`src/rtl/e1fa_pkg.sv`:
```
package e1fa_pkg;

    typedef enum logic [1:0] {
        ST_HUNT    = 2'd0,
        ST_GAP     = 2'd1,
        ST_CONFIRM = 2'd2,
        ST_LOCKED  = 2'd3
    } fa_state_e;

endpackage

```
`src/rtl/e1fa_word_detect.sv`:
```
// Sliding window over the last WORD_W received bits (current bit included).
// The oldest bit of the window corresponds to bit 2 of timeslot 0 when the
// current bit is the last bit of timeslot 0.
module e1fa_word_detect #(
    parameter int          WORD_W  = 7,
    parameter logic [WORD_W-1:0] PATTERN = 7'b0011011
) (
    input  logic clk,
    input  logic rst_n,
    input  logic rx_data,
    output logic word_hit,
    output logic oldest_bit
);

    localparam int HIST_W = WORD_W - 1;

    logic [HIST_W-1:0] hist_q;
    logic [WORD_W-1:0] window;

    assign window     = {hist_q, rx_data};
    assign word_hit   = (window == PATTERN);
    assign oldest_bit = window[WORD_W-1];

    always_ff @(posedge clk) begin
        if (!rst_n) begin
            hist_q <= '1;
        end else begin
            hist_q <= window[HIST_W-1:0];
        end
    end

endmodule

```
`src/rtl/e1fa_position.sv`:
```
// Free-running bit position within the hypothesised frame, reloaded by the
// aligner when a new candidate is taken.
module e1fa_position #(
    parameter int SLOTS     = 32,
    parameter int SLOT_BITS = 8
) (
    input  logic                         clk,
    input  logic                         rst_n,
    input  logic                         load,
    output logic [$clog2(SLOTS)-1:0]     slot_idx,
    output logic [$clog2(SLOT_BITS)-1:0] bit_idx,
    output logic                         ts0_last,
    output logic                         odd_q
);

    localparam int FRAME_BITS = SLOTS * SLOT_BITS;
    localparam int POS_W      = $clog2(FRAME_BITS);
    localparam int BIT_W      = $clog2(SLOT_BITS);

    logic [POS_W-1:0] pos_q;
    logic             wrap;

    assign wrap     = (pos_q == POS_W'(FRAME_BITS - 1));
    assign slot_idx = pos_q[POS_W-1:BIT_W];
    assign bit_idx  = pos_q[BIT_W-1:0];
    assign ts0_last = (pos_q == POS_W'(SLOT_BITS - 1));

    always_ff @(posedge clk) begin
        if (!rst_n) begin
            pos_q <= '0;
            odd_q <= 1'b0;
        end else if (load) begin
            pos_q <= POS_W'(SLOT_BITS);
            odd_q <= 1'b0;
        end else if (wrap) begin
            pos_q <= '0;
            odd_q <= ~odd_q;
        end else begin
            pos_q <= pos_q + 1'b1;
        end
    end

endmodule

```
`src/rtl/e1fa_err_count.sv`:
```
// Consecutive-error counter: trips on the LIMIT-th bad event in a row.
module e1fa_err_count #(
    parameter int LIMIT = 3
) (
    input  logic clk,
    input  logic rst_n,
    input  logic clr,
    input  logic ok,
    input  logic bad,
    output logic trip
);

    localparam int CW = $clog2(LIMIT + 1);

    logic [CW-1:0] cnt_q;

    assign trip = bad && (cnt_q == CW'(LIMIT - 1));

    always_ff @(posedge clk) begin
        if (!rst_n) begin
            cnt_q <= '0;
        end else if (clr || ok || trip) begin
            cnt_q <= '0;
        end else if (bad) begin
            cnt_q <= cnt_q + 1'b1;
        end
    end

endmodule

```
`src/rtl/e1_frame_aligner.sv`:
```
module e1_frame_aligner #(
    parameter int SLOTS      = 32,
    parameter int SLOT_BITS  = 8,
    parameter int LOSS_LIMIT = 3,
    parameter logic [SLOT_BITS-2:0] FAS_WORD = 7'b0011011
) (
    input  logic                         clk,
    input  logic                         rst_n,
    input  logic                         rx_data,
    input  logic                         alt_loss_en,
    output logic                         in_frame,
    output logic                         frame_start,
    output logic                         odd_frame,
    output logic                         resync_pulse,
    output logic [$clog2(SLOTS)-1:0]     slot_idx,
    output logic [$clog2(SLOT_BITS)-1:0] bit_idx
);

    import e1fa_pkg::*;

    localparam int WORD_W = SLOT_BITS - 1;
    localparam int SLOT_W = $clog2(SLOTS);
    localparam int BIT_W  = $clog2(SLOT_BITS);

    fa_state_e state_q, state_d;

    logic              word_hit;
    logic              bit2_val;
    logic              pos_load;
    logic              ts0_last;
    logic              odd_q;
    logic [SLOT_W-1:0] slot_w;
    logic [BIT_W-1:0]  bit_w;
    logic              fas_ok, fas_bad, fas_trip;
    logic              nfas_ok, nfas_bad, nfas_trip;
    logic              cnt_clr, nfas_clr;
    logic              resync_q;

    e1fa_word_detect #(
        .WORD_W (WORD_W),
        .PATTERN(FAS_WORD)
    ) u_detect (
        .clk       (clk),
        .rst_n     (rst_n),
        .rx_data   (rx_data),
        .word_hit  (word_hit),
        .oldest_bit(bit2_val)
    );

    e1fa_position #(
        .SLOTS    (SLOTS),
        .SLOT_BITS(SLOT_BITS)
    ) u_pos (
        .clk     (clk),
        .rst_n   (rst_n),
        .load    (pos_load),
        .slot_idx(slot_w),
        .bit_idx (bit_w),
        .ts0_last(ts0_last),
        .odd_q   (odd_q)
    );

    // Loss monitors evaluate only while locked, on the last bit of timeslot 0.
    assign cnt_clr  = (state_q != ST_LOCKED);
    assign nfas_clr = cnt_clr || !alt_loss_en;
    assign fas_ok   = (state_q == ST_LOCKED) && ts0_last && !odd_q && word_hit;
    assign fas_bad  = (state_q == ST_LOCKED) && ts0_last && !odd_q && !word_hit;
    assign nfas_ok  = (state_q == ST_LOCKED) && ts0_last && odd_q && bit2_val;
    assign nfas_bad = (state_q == ST_LOCKED) && ts0_last && odd_q && !bit2_val;

    e1fa_err_count #(.LIMIT(LOSS_LIMIT)) u_fas_cnt (
        .clk  (clk),
        .rst_n(rst_n),
        .clr  (cnt_clr),
        .ok   (fas_ok),
        .bad  (fas_bad),
        .trip (fas_trip)
    );

    e1fa_err_count #(.LIMIT(LOSS_LIMIT)) u_nfas_cnt (
        .clk  (clk),
        .rst_n(rst_n),
        .clr  (nfas_clr),
        .ok   (nfas_ok),
        .bad  (nfas_bad),
        .trip (nfas_trip)
    );

    // Next-state logic: transitions hunt_hit, gap_ok, gap_fail, confirm_ok,
    // confirm_fail and loss.
    always_comb begin
        state_d  = state_q;
        pos_load = 1'b0;
        unique case (state_q)
            ST_HUNT: begin
                if (word_hit) begin
                    state_d  = ST_GAP;
                    pos_load = 1'b1;
                end
            end
            ST_GAP: begin
                if (ts0_last) begin
                    state_d = word_hit ? ST_HUNT : ST_CONFIRM;
                end
            end
            ST_CONFIRM: begin
                if (ts0_last) begin
                    state_d = word_hit ? ST_LOCKED : ST_HUNT;
                end
            end
            ST_LOCKED: begin
                if (fas_trip || (alt_loss_en && nfas_trip)) begin
                    state_d = ST_HUNT;
                end
            end
            default: state_d = ST_HUNT;
        endcase
    end

    // State register and the registered loss event.
    always_ff @(posedge clk) begin
        if (!rst_n) begin
            state_q  <= ST_HUNT;
            resync_q <= 1'b0;
        end else begin
            state_q  <= state_d;
            resync_q <= (state_q == ST_LOCKED) && (state_d == ST_HUNT);
        end
    end

    // Outputs.
    always_comb begin
        in_frame     = (state_q == ST_LOCKED);
        frame_start  = in_frame && (slot_w == '0) && (bit_w == '0);
        odd_frame    = in_frame && odd_q;
        resync_pulse = resync_q;
        slot_idx     = slot_w;
        bit_idx      = bit_w;
    end

endmodule

```
`config.mk`:
```
export PLATFORM = sky130hd
export DESIGN_NAME = e1_frame_aligner
export DESIGN_NICKNAME = d
export VERILOG_FILES = /design/src/rtl/e1fa_pkg.sv /design/src/rtl/e1fa_word_detect.sv /design/src/rtl/e1fa_position.sv /design/src/rtl/e1fa_err_count.sv /design/src/rtl/e1_frame_aligner.sv
export SDC_FILE = /design/constraint.sdc
export NUM_CORES = 1
export LEC_CHECK = 0
export CAP_MARGIN = 0
export CORE_MARGIN = 5
export CORE_UTILIZATION = 64
export DETAILED_ROUTE_END_ITERATION = 16
export DONT_BUFFER_PORTS = 1
export HOLD_SLACK_MARGIN = 0.1
export PLACE_DENSITY = 0.8
export RECOVER_POWER = 25
export SYNTH_ARGS = -nofsm -noshare
export SYNTH_HDL_FRONTEND = slang
export SYNTH_SLANG_ARGS = --single-unit
```
`constraint.sdc`:
```
create_clock -name clk -period 2.8 [get_ports clk]
set_input_delay 0 -clock clk [delete_from_list [all_inputs] [get_ports clk]]
set_output_delay 0 -clock clk [all_outputs]
set_load 0.005 [all_outputs]
```
==> results.cfg, run 1 <==
[cells_and_area]
final.fill_count = 110
fin_area_sq_um = 1080
nets = 129
num_antenna_cells = 0
drive_above_1_share_pct = 5.04
fin_cells = 135
syn_to_final_growth_pct = 6.39

[placed_design]
io_buffers = 0
hpwl_um = 1510
pre_cts_ws_ps = 1040
dp_cells = 129
placed_cell_area_sq_um = 1030
gp_congestion = 0.880

[global_route]
grt_pass1_vias = 799
grt_max_degree = 12
overflow = 0
antenna_found_initial = 0
grtUsageTotal_pct = 17.8
grt_pass1_wl_um = 3570

[worst_setup_path]
critPathKind = flop to flop
worst-r2r-cell-count = 4
crit_buf_inv = 0
max_stage_delay_ps = 610
path_depth = 4
cpMaxStageDelayCell = or4_4
path_delay_family = simple AND/OR/NAND/NOR gates
crit_chain = or4_4, or2_1, o311ai_1, a31oi_1
r2r_end = state_q[1]
worstSetupStartpointType = flop
r2r_start = u_pos.pos_q[3]
endpoint_kind = flop
worst-endpoint-arrival_ps = 1950
rrSetupSlack_ps = 1030
cp_max_fo = 7
cp.required_ps = 2990
critical_path.startpoint = u_pos.pos_q[3]

[yosys]
synthSimpleGateAreaFrac_pct = 28.9
synthTopCellsByArea = dfxtp_1 43%, nor2_1 6.6%, nand2b_1 5.5%, ha_1 4.9%, xnor2_1 4.3%
yosysUniqueCellTypes = 35
syn_nets = 123
synth_edf_count = 0
synth_seq_cells = 22
ys_warn_count = 0
synth_area_per_cell_sq_um = 8.86
netlist.top_cell.by_area = dfxtp_1
syn-cell-area_sq_um = 1020
syn_inst = 115
synth_fa_ha_area_share_pct = 4.91
synth_flop_cell = dfxtp_1
async_reset_ff_share_pct = 0
synth_top_family_by_area = simple AND/OR/NAND/NOR gates
synth_xor_area_share_pct = 6.02
yosysMostFrequentCell = dfxtp_1
netlist.area_leader.share_pct = 43.2
yosys-top-cells-count = 22 x dfxtp_1, 18 x nor2_1, 9 x inv_1, 9 x nand2b_1, 6 x nand3_1
synth_seq_area_share_pct = 43.2
muxShareOfSynthArea_pct = 0
synth_compound_area_share_pct = 12.9

[clock_network]
ctsResizeCount = 0
postCtsSetupBuffers = 0
cts_buffers = 3
cts_max_path_buffers = 2
cts_tree = yes
htreeDepth = 1
cts.sinks = 22
clk_pin_slew_worst_paths_ps = 120
cts_root_buf = clkbuf_4
clk_latency_ps = 300

[sta]
fmax_ghz = 0.566
hold_viol = 0
slew_headroom_pct = 73.6
whs_ps = 151
max_slew.worst_pin.slew_ps = 392
min_period_ps = 1770
layout_setup_ws_ps = 1030
rsz0062_at_grt = no
fin_skew_ps = 4.88
setup_viol = 0
fin_setup_tns_ps = 0
slew_viol_final = 0
layout_worst_path_cycle_share_pct = 63.1

[routing]
drtIter0Drc = 21
drtAntennaViolNets = 0
post_drt_wl_per_cell_um = 15.0
avgViaCountPerCell = 6.05
wl_um = 2030
via_count = 817
drc = 0
dr.pass1.iters = 4

[floorplanning]
core_sq_um = 1510
chipHeight_um = 49.9
rows = 14
die_x_um = 49.9
fp.dieArea_sq_um = 2490
num_io_pins = 16
floorplan.initialDensity_pct = 67.6

[hold_path]
hold_depth = 3
hold_path_end = u_pos.pos_q[3]
hp-class = input pin to flop
min-delay-start = rx_data

[power_and_ir_drop]
p_leak_nw = 0.384
cellPowerDensity_nw_per_um2 = 456
ir_worst_vdd_uv = 318

[run]
drv_cap = 0

[outcome]
outcome = completed
-- stage by stage --
stage	power (mW)	utilization [%]
2_1_floorplan	0.349	-
3_3_place_gp	0.351	68.4
3_5_place_dp	0.353	68.4
4_1_cts	0.494	71.9
5_1_grt	0.517	71.9
6_report	0.494	71.9
-- flip-flops by register name, indices dropped and copies added, names as in the netlist --
| signal | count |
|---|---|
| u_pos.odd_q | 1 |
| u_fas_cnt.cnt_q | 2 |
| u_nfas_cnt.cnt_q | 2 |
| u_pos.pos_q | 8 |
| state_q | 2 |
| u_detect.hist_q | 6 |
| resync_pulse | 1 |
-- metal layers --
layer	track usage [%]	share of wire, %
met1	23.6	49
met2	27.3	45
met3	5.12	4.6
met4	5.68	0.79
met5	0	0
-- cells by family (layout without fill, tap and decap cells) --
kind of cell,after synthesis,after routing
AO/OA/AOI/OAI,19,19
XOR/XNOR,7,7
adder cells (fa/ha/maj),4,4
buffers and inverters,11,15
flip-flops,22,22
AND/OR/NAND/NOR,52,52
-- placed cells by master, fill, tap and decap left out --
cell type      instances
nor2b_1                1
xor2_1                 2
and3_1                 1
nand2b_1               9
or3_1                  1
a31oi_1                2
or2_1                  2
nand3b_1               1
nand2_1                4
or4_4                  1
dlygate4sd3_1          3
nor4_1                 1
nand3_1                6
o311ai_1               1
a21oi_1                3
and4bb_2               1
inv_1                  9
dfxtp_1               22
a41oi_1                1
nand4b_1               1
ha_1                   4
o2111ai_1              1
a211oi_1               1
o221ai_1               1
o211ai_1               1
o21ai_0                4
a21o_1                 1
o31ai_1                1
nand4_1                3
xnor2_1                5
clkbuf_4               3
a41o_1                 1
nor2_1                18
nor3b_1                1
a2bb2oi_1              1
nor4_4                 1
-- worst min-delay path, cell delays in order --
cell and delay, ps:
and3_1 190, a2bb2oi_1 170, nor2_1 50
-- what timing repair did --
action                                  4_1_cts  5_1_grt
hold buffers                                  3        0
endpoints found under the hold margin        17        0
endpoints found under the setup margin        0        0
-- area by class of cell --
class	count	area, sq um	area share, %
Inverter	9	33.8	3.12
Tap cell	16	20.0	1.85
Clock buffer	3	22.5	2.08
Multi-Input combinational cell	82	537	49.5
Timing Repair Buffer	3	30.0	2.77
Sequential cell	22	440	40.6
-- power by group --
part           switching, mW  internal, mW  leakage, nW
sequential           0.00744         0.319        0.179
combinational         0.0134        0.0117        0.191
clock                 0.0922        0.0501       0.0138
-- how the worst max path moves through the flow --
stage	end
after global routing	state_q[0]
after detailed placement	state_q[1]
final	state_q[1]
after CTS	state_q[1]
after global placement	state_q[1]
after floorplan	state_q[1]
(Power assumes the default switching activity.)
==> run 2: changes to the inputs <==
--- a/config.mk
+++ b/config.mk
@@ -7,11 +7,11 @@
 export LEC_CHECK = 0
 export CAP_MARGIN = 0
 export CORE_MARGIN = 5
-export CORE_UTILIZATION = 64
+export CORE_UTILIZATION = 54
 export DETAILED_ROUTE_END_ITERATION = 16
 export DONT_BUFFER_PORTS = 1
 export HOLD_SLACK_MARGIN = 0.1
-export PLACE_DENSITY = 0.8
+export PLACE_DENSITY = 0.72
 export RECOVER_POWER = 25
 export SYNTH_ARGS = -nofsm -noshare
 export SYNTH_HDL_FRONTEND = slang
==> constraint.sdc (replaced) <==
create_clock -name clk -period 1.61 [get_ports clk]
set_input_delay 0 -clock clk [delete_from_list [all_inputs] [get_ports clk]]
set_output_delay 0 -clock clk [all_outputs]
set_load 0.005 [all_outputs]
==> run 2 against run 1 <==
Maximum frequency is 11% higher. Register-to-register slack got worse by 1000 ps. First-iteration DRC count fell by 52%. Final area grew 12%. Sequential share of layout area shrank 4.2 points. Count of clock-buffer cells in the layout is 1 higher. Utilization shrank 3.1 points. Clock skew hardly changed. Largest power group unchanged. Highest routed layer unchanged.
==> results.cfg, run 2 (synthesis gave the netlist of run 1 again) <==
[outcome]
outcome = completed

[floorplanning]
num_io_pins = 16
floorplan.initialDensity_pct = 57.7
rows = 15
chipHeight_um = 53.4
core_sq_um = 1760
die_x_um = 53.4
fp.dieArea_sq_um = 2850

[worst_setup_path]
endpoint_kind = flop
worst-endpoint-arrival_ps = 1780
worstSetupStartpointType = flop
cp_max_fo = 5
critPathKind = flop to flop
cp.required_ps = 1810

[global_route]
grt_max_degree = 13
grtUsageTotal_pct = 16.9
overflow = 0
antenna_found_initial = 0
grt_pass1_vias = 810
grt_pass1_wl_um = 3510

[cells_and_area]
nets = 138
mostFrequentLayoutCell = dfxtp_1
top_regs = u_pos.pos_q x8, u_detect.hist_q x6
regMostFlops = u_pos.pos_q
most-common-layout-cells = 20 x dfxtp_1, 18 x nor2_1, 9 x inv_1, 9 x nand2b_1, 9 x buf_4
fin_area_sq_um = 1210
drive_above_1_share_pct = 17.8
syn_to_final_growth_pct = 19.3
num_antenna_cells = 0
largest_reg_flops = 8

[clock_network]
cts_root_buf = clkbuf_4
clk_pin_slew_worst_paths_ps = 120
cts_tree = yes
clk_latency_ps = 300
cts.sinks = 22
cts_buffers = 3
htreeDepth = 1
cts_max_path_buffers = 2
postCtsSetupBuffers = 0

[routing]
via_count = 858
wl_um = 2150
drtAntennaViolNets = 0
drc = 0
avgViaCountPerCell = 5.57
dr.pass1.iters = 4
drtIter0Drc = 10
post_drt_wl_per_cell_um = 13.9

[placed_design]
gp_congestion = 0.864
placed_cell_area_sq_um = 1110
hpwl_um = 1590
io_buffers = 0

[hold_path]
hp-class = flop to flop

[power_and_ir_drop]
ir_worst_vdd_uv = 600
p_leak_nw = 0.445
cellPowerDensity_nw_per_um2 = 760

[sta]
fin_skew_ps = 4.79
min_period_ps = 1580
fmax_ghz = 0.631
whs_ps = 443
layout_worst_path_cycle_share_pct = 98.4
rsz0062_at_grt = yes
max_slew.worst_pin.slew_ps = 365
slew_headroom_pct = 75.6
setup_viol = 0
slew_viol_final = 0
hold_viol = 0

[run]
drv_cap = 0
[run 2: timing repair]
| item | 4_1_cts | 5_1_grt |
|---|---|---|
| endpoints found under the setup margin | 4 | 5 |
| hold buffers | 3 | 0 |
| endpoints found under the hold margin | 17 | 0 |
| pin swaps | 0 | 4 |
| resized for setup | 3 | 4 |
[run 2: metrics by stage]
stage	setup TNS (ps)	setup slack (ps)	power [mW]	util, %	std cells
after floorplan	0	24.7	0.608	-	115
after global placement	0	36.7	0.619	63.1	147
after detailed placement	-15.7	-15.7	0.620	63.1	147
after CTS	0	5.11	0.930	67.9	154
after global routing	-42.7	-19.5	0.967	68.9	154
final	0	25.1	0.923	68.9	154
[run 2: metal layers]
| layer | GRT usage [%] | wire, um | vias up |
|---|---|---|---|
| li1 | - | - | 431 |
| met1 | 21.6 | 974 | 398 |
| met2 | 26.5 | 968 | 21 |
| met3 | 5.07 | 140 | 8 |
| met4 | 6.38 | 61 | 0 |
| met5 | 0 | 0 | - |
[run 2: cell type report]
| class | instances | area, sq um |
|---|---|---|
| well taps | 25 | 31.3 |
| flip-flops and latches | 22 | 443 |
| clock buffers | 4 | 36.3 |
| repair buffers | 12 | 97.6 |
| inverters | 9 | 33.8 |
| fillers | 163 | 549 |
| multi-input cells | 82 | 573 |
[run 2: worst paths after layout]
kind,start,end,slack (ps),cells past startpoint
max reg2reg,u_pos.pos_q[4],u_fas_cnt.cnt_q[1],30,4
max,u_pos.pos_q[4],u_fas_cnt.cnt_q[1],30,4
min,u_detect.hist_q[3],u_detect.hist_q[4],440,1
min reg2reg,u_detect.hist_q[3],u_detect.hist_q[4],440,1
[run 2: critical path, cell delays in order, from the launching register on]
cell and delay [ps]:
dfxtp_2 340, or4_4 570, or2_4 290, o31ai_4 190
a21oi_1 90
[run 2: power by group]
part	internal (mW)	total (mW)	switching (mW)
Combinational	0.0267	0.0589	0.0322
Clock	0.138	0.301	0.163
Sequential	0.555	0.563	0.00731
==> run 3: changes to the inputs <==
--- a/config.mk
+++ b/config.mk
@@ -7,11 +7,12 @@
 export LEC_CHECK = 0
 export CAP_MARGIN = 0
 export CORE_MARGIN = 5
-export CORE_UTILIZATION = 54
+export CORE_UTILIZATION = 57
+export CTS_BUF_LIST = sky130_fd_sc_hd__clkbuf_2 sky130_fd_sc_hd__clkbuf_4 sky130_fd_sc_hd__clkbuf_8
 export DETAILED_ROUTE_END_ITERATION = 16
 export DONT_BUFFER_PORTS = 1
 export HOLD_SLACK_MARGIN = 0.1
-export PLACE_DENSITY = 0.72
+export PLACE_DENSITY = 0.75
 export RECOVER_POWER = 25
 export SYNTH_ARGS = -nofsm -noshare
 export SYNTH_HDL_FRONTEND = slang
==> run 3 against run 2 <==
The run now ends with negative setup slack left. Sequential power hardly changed. Die area is 4.3% lower. Maximum frequency is 1.9% lower. Register-to-register slack worse by 30 ps. Combinational power is 0.8% higher. Sequential share of layout area is 1.1 points lower. Critical endpoint is now state_q[1]. Highest routed layer unchanged.
==> results.cfg, run 3 (synthesis gave the netlist of run 1 again) <==
[clock_network]
cts_tree = yes
cts.sinks = 22
cts_max_path_buffers = 2
clk_pin_slew_worst_paths_ps = 130
cts_root_buf = clkbuf_4
cts_buffers = 3
clk_latency_ps = 320
htreeDepth = 1

[sta]
hold_viol = 0
slew_viol_final = 0
layout_worst_path_cycle_share_pct = 100
layout_setup_ws_ps = -5.26
max_slew.worst_pin.slew_ps = 411
setup_viol = 1
slew_headroom_pct = 72.5
whs_ps = 450
fin_skew_ps = 5.31
min_period_ps = 1620
fmax_ghz = 0.619
rsz0062_at_grt = yes

[cells_and_area]
multi_input_area_sq_um = 584
final.fill_count = 123
regMostFlops = u_pos.pos_q
register_area_sq_um = 442
num_antenna_cells = 0
syn_to_final_growth_pct = 22.6
top_regs = u_pos.pos_q x8, u_detect.hist_q x6
most-common-layout-cells = 21 x dfxtp_1, 18 x nor2_1, 10 x buf_4, 9 x inv_1, 9 x nand2b_1
nets = 139
drive_above_1_share_pct = 17.7
largest_reg_flops = 8
mostFrequentLayoutCell = dfxtp_1
fin_cells = 155

[placed_design]
dp_cells = 147
hpwl_um = 1660
gp_congestion = 0.896
io_buffers = 0
pre_cts_ws_ps = -5.05

[floorplanning]
num_io_pins = 16
fp.dieArea_sq_um = 2730
floorplan.initialDensity_pct = 59.6
core_sq_um = 1710
die_x_um = 52.3
rows = 15
chipHeight_um = 52.3

[routing]
via_count = 898
drc = 0
post_drt_wl_per_cell_um = 15.1
wl_um = 2350
dr.pass1.iters = 4
avgViaCountPerCell = 5.79
drtAntennaViolNets = 0
drtIter0Drc = 24

[global_route]
overflow = 0
grt_pass1_vias = 870
grtUsageTotal_pct = 18.7
grt_max_degree = 14
antenna_found_initial = 0
grt_pass1_wl_um = 3730

[worst_setup_path]
max_stage_delay_ps = 570
endpoint_kind = flop
cp_max_fo = 5
crit_chain = or4_4, o21ai_0, o311ai_4, a31oi_1
cp.required_ps = 1870
worstSetupStartpointType = flop
worst-endpoint-arrival_ps = 1870
rrSetupSlack_ps = -5
cpMaxStageDelayCell = or4_4
critPathKind = flop to flop

[power_and_ir_drop]
cellPowerDensity_nw_per_um2 = 845
p_int_uw = 834
clock_power_share_pct = 41.1
p_total_mw = 1.06
p_leak_nw = 0.454
pwr-share-seq_pct = 53.3
switching_share_pct = 21.0
power.switching_uw = 222
ir_worst_vdd_uv = 618
comb_power_share_pct = 5.6

[hold_path]
hp-class = flop to flop

[outcome]
violations = negative setup slack
outcome = finished with violations

[run]
drv_cap = 0
-- run 3: area by class of cell --
cell class                      instances  share of cell area [%]
Clock buffer                            3                    1.80
Clock inverter                          1                    2.40
Inverter                                9                    2.71
Multi-Input combinational cell         82                    46.8
Sequential cell                        22                    35.4
Tap cell                               25                    2.51
Timing Repair Buffer                   13                    8.42
-- run 3: worst paths after layout --
| path | from | endpoint | cells after the start |
|---|---|---|---|
| setup / recovery | u_pos.pos_q[4] | state_q[1] | 4 |
| hold / removal | u_detect.hist_q[0] | u_detect.hist_q[1] | 1 |
| setup reg to reg | u_pos.pos_q[4] | state_q[1] | 4 |
| hold reg to reg | u_detect.hist_q[0] | u_detect.hist_q[1] | 1 |
-- run 3: per-layer routing --
layer	GRT usage (%)	share of wire [%]	vias to the layer above
met5	0	0	-
met4	10.6	2.6	0
met3	5.70	6.6	7
met2	32.8	52	31
met1	19.5	38	430
li1	-	-	430
-- run 3: critical path: cells and delay by family (launching register included) --
family	cells	cell delay [ps]
AOI/OAI and AO/OA	3	640
and+or+nand+nor	1	570
DFF	1	340
-- run 3: repair_timing --
item,4_1_cts,5_1_grt
hold endpoints to repair,17,0
gates resized for setup,1,5
endpoints found under the setup margin,4,5
pin swaps,4,3
buffers inserted,0,1
gates cloned,0,0
hold buffers,3,0
-- run 3: per-stage QoR --
| stage | instance area, sq um | utilization, % | TNS [ps] |
|---|---|---|---|
| floorplan | 1020 | - | 0 |
| global placement | 1110 | 65.2 | 0 |
| detailed placement | 1110 | 65.2 | -5.05 |
| CTS | 1200 | 70.4 | -35.9 |
| global route | 1250 | 73.1 | -292 |
| finish | 1250 | 73.1 | -5.26 |
-- run 3: power by group through the flow --
stage	combinational [mW]	sequential (mW)	clock, mW
after floorplan	0.0335	0.574	0
after global placement	0.0443	0.574	0
after detailed placement	0.0454	0.574	0
after CTS	0.0568	0.562	0.431
after global routing	0.0664	0.564	0.467
final	0.0594	0.562	0.434
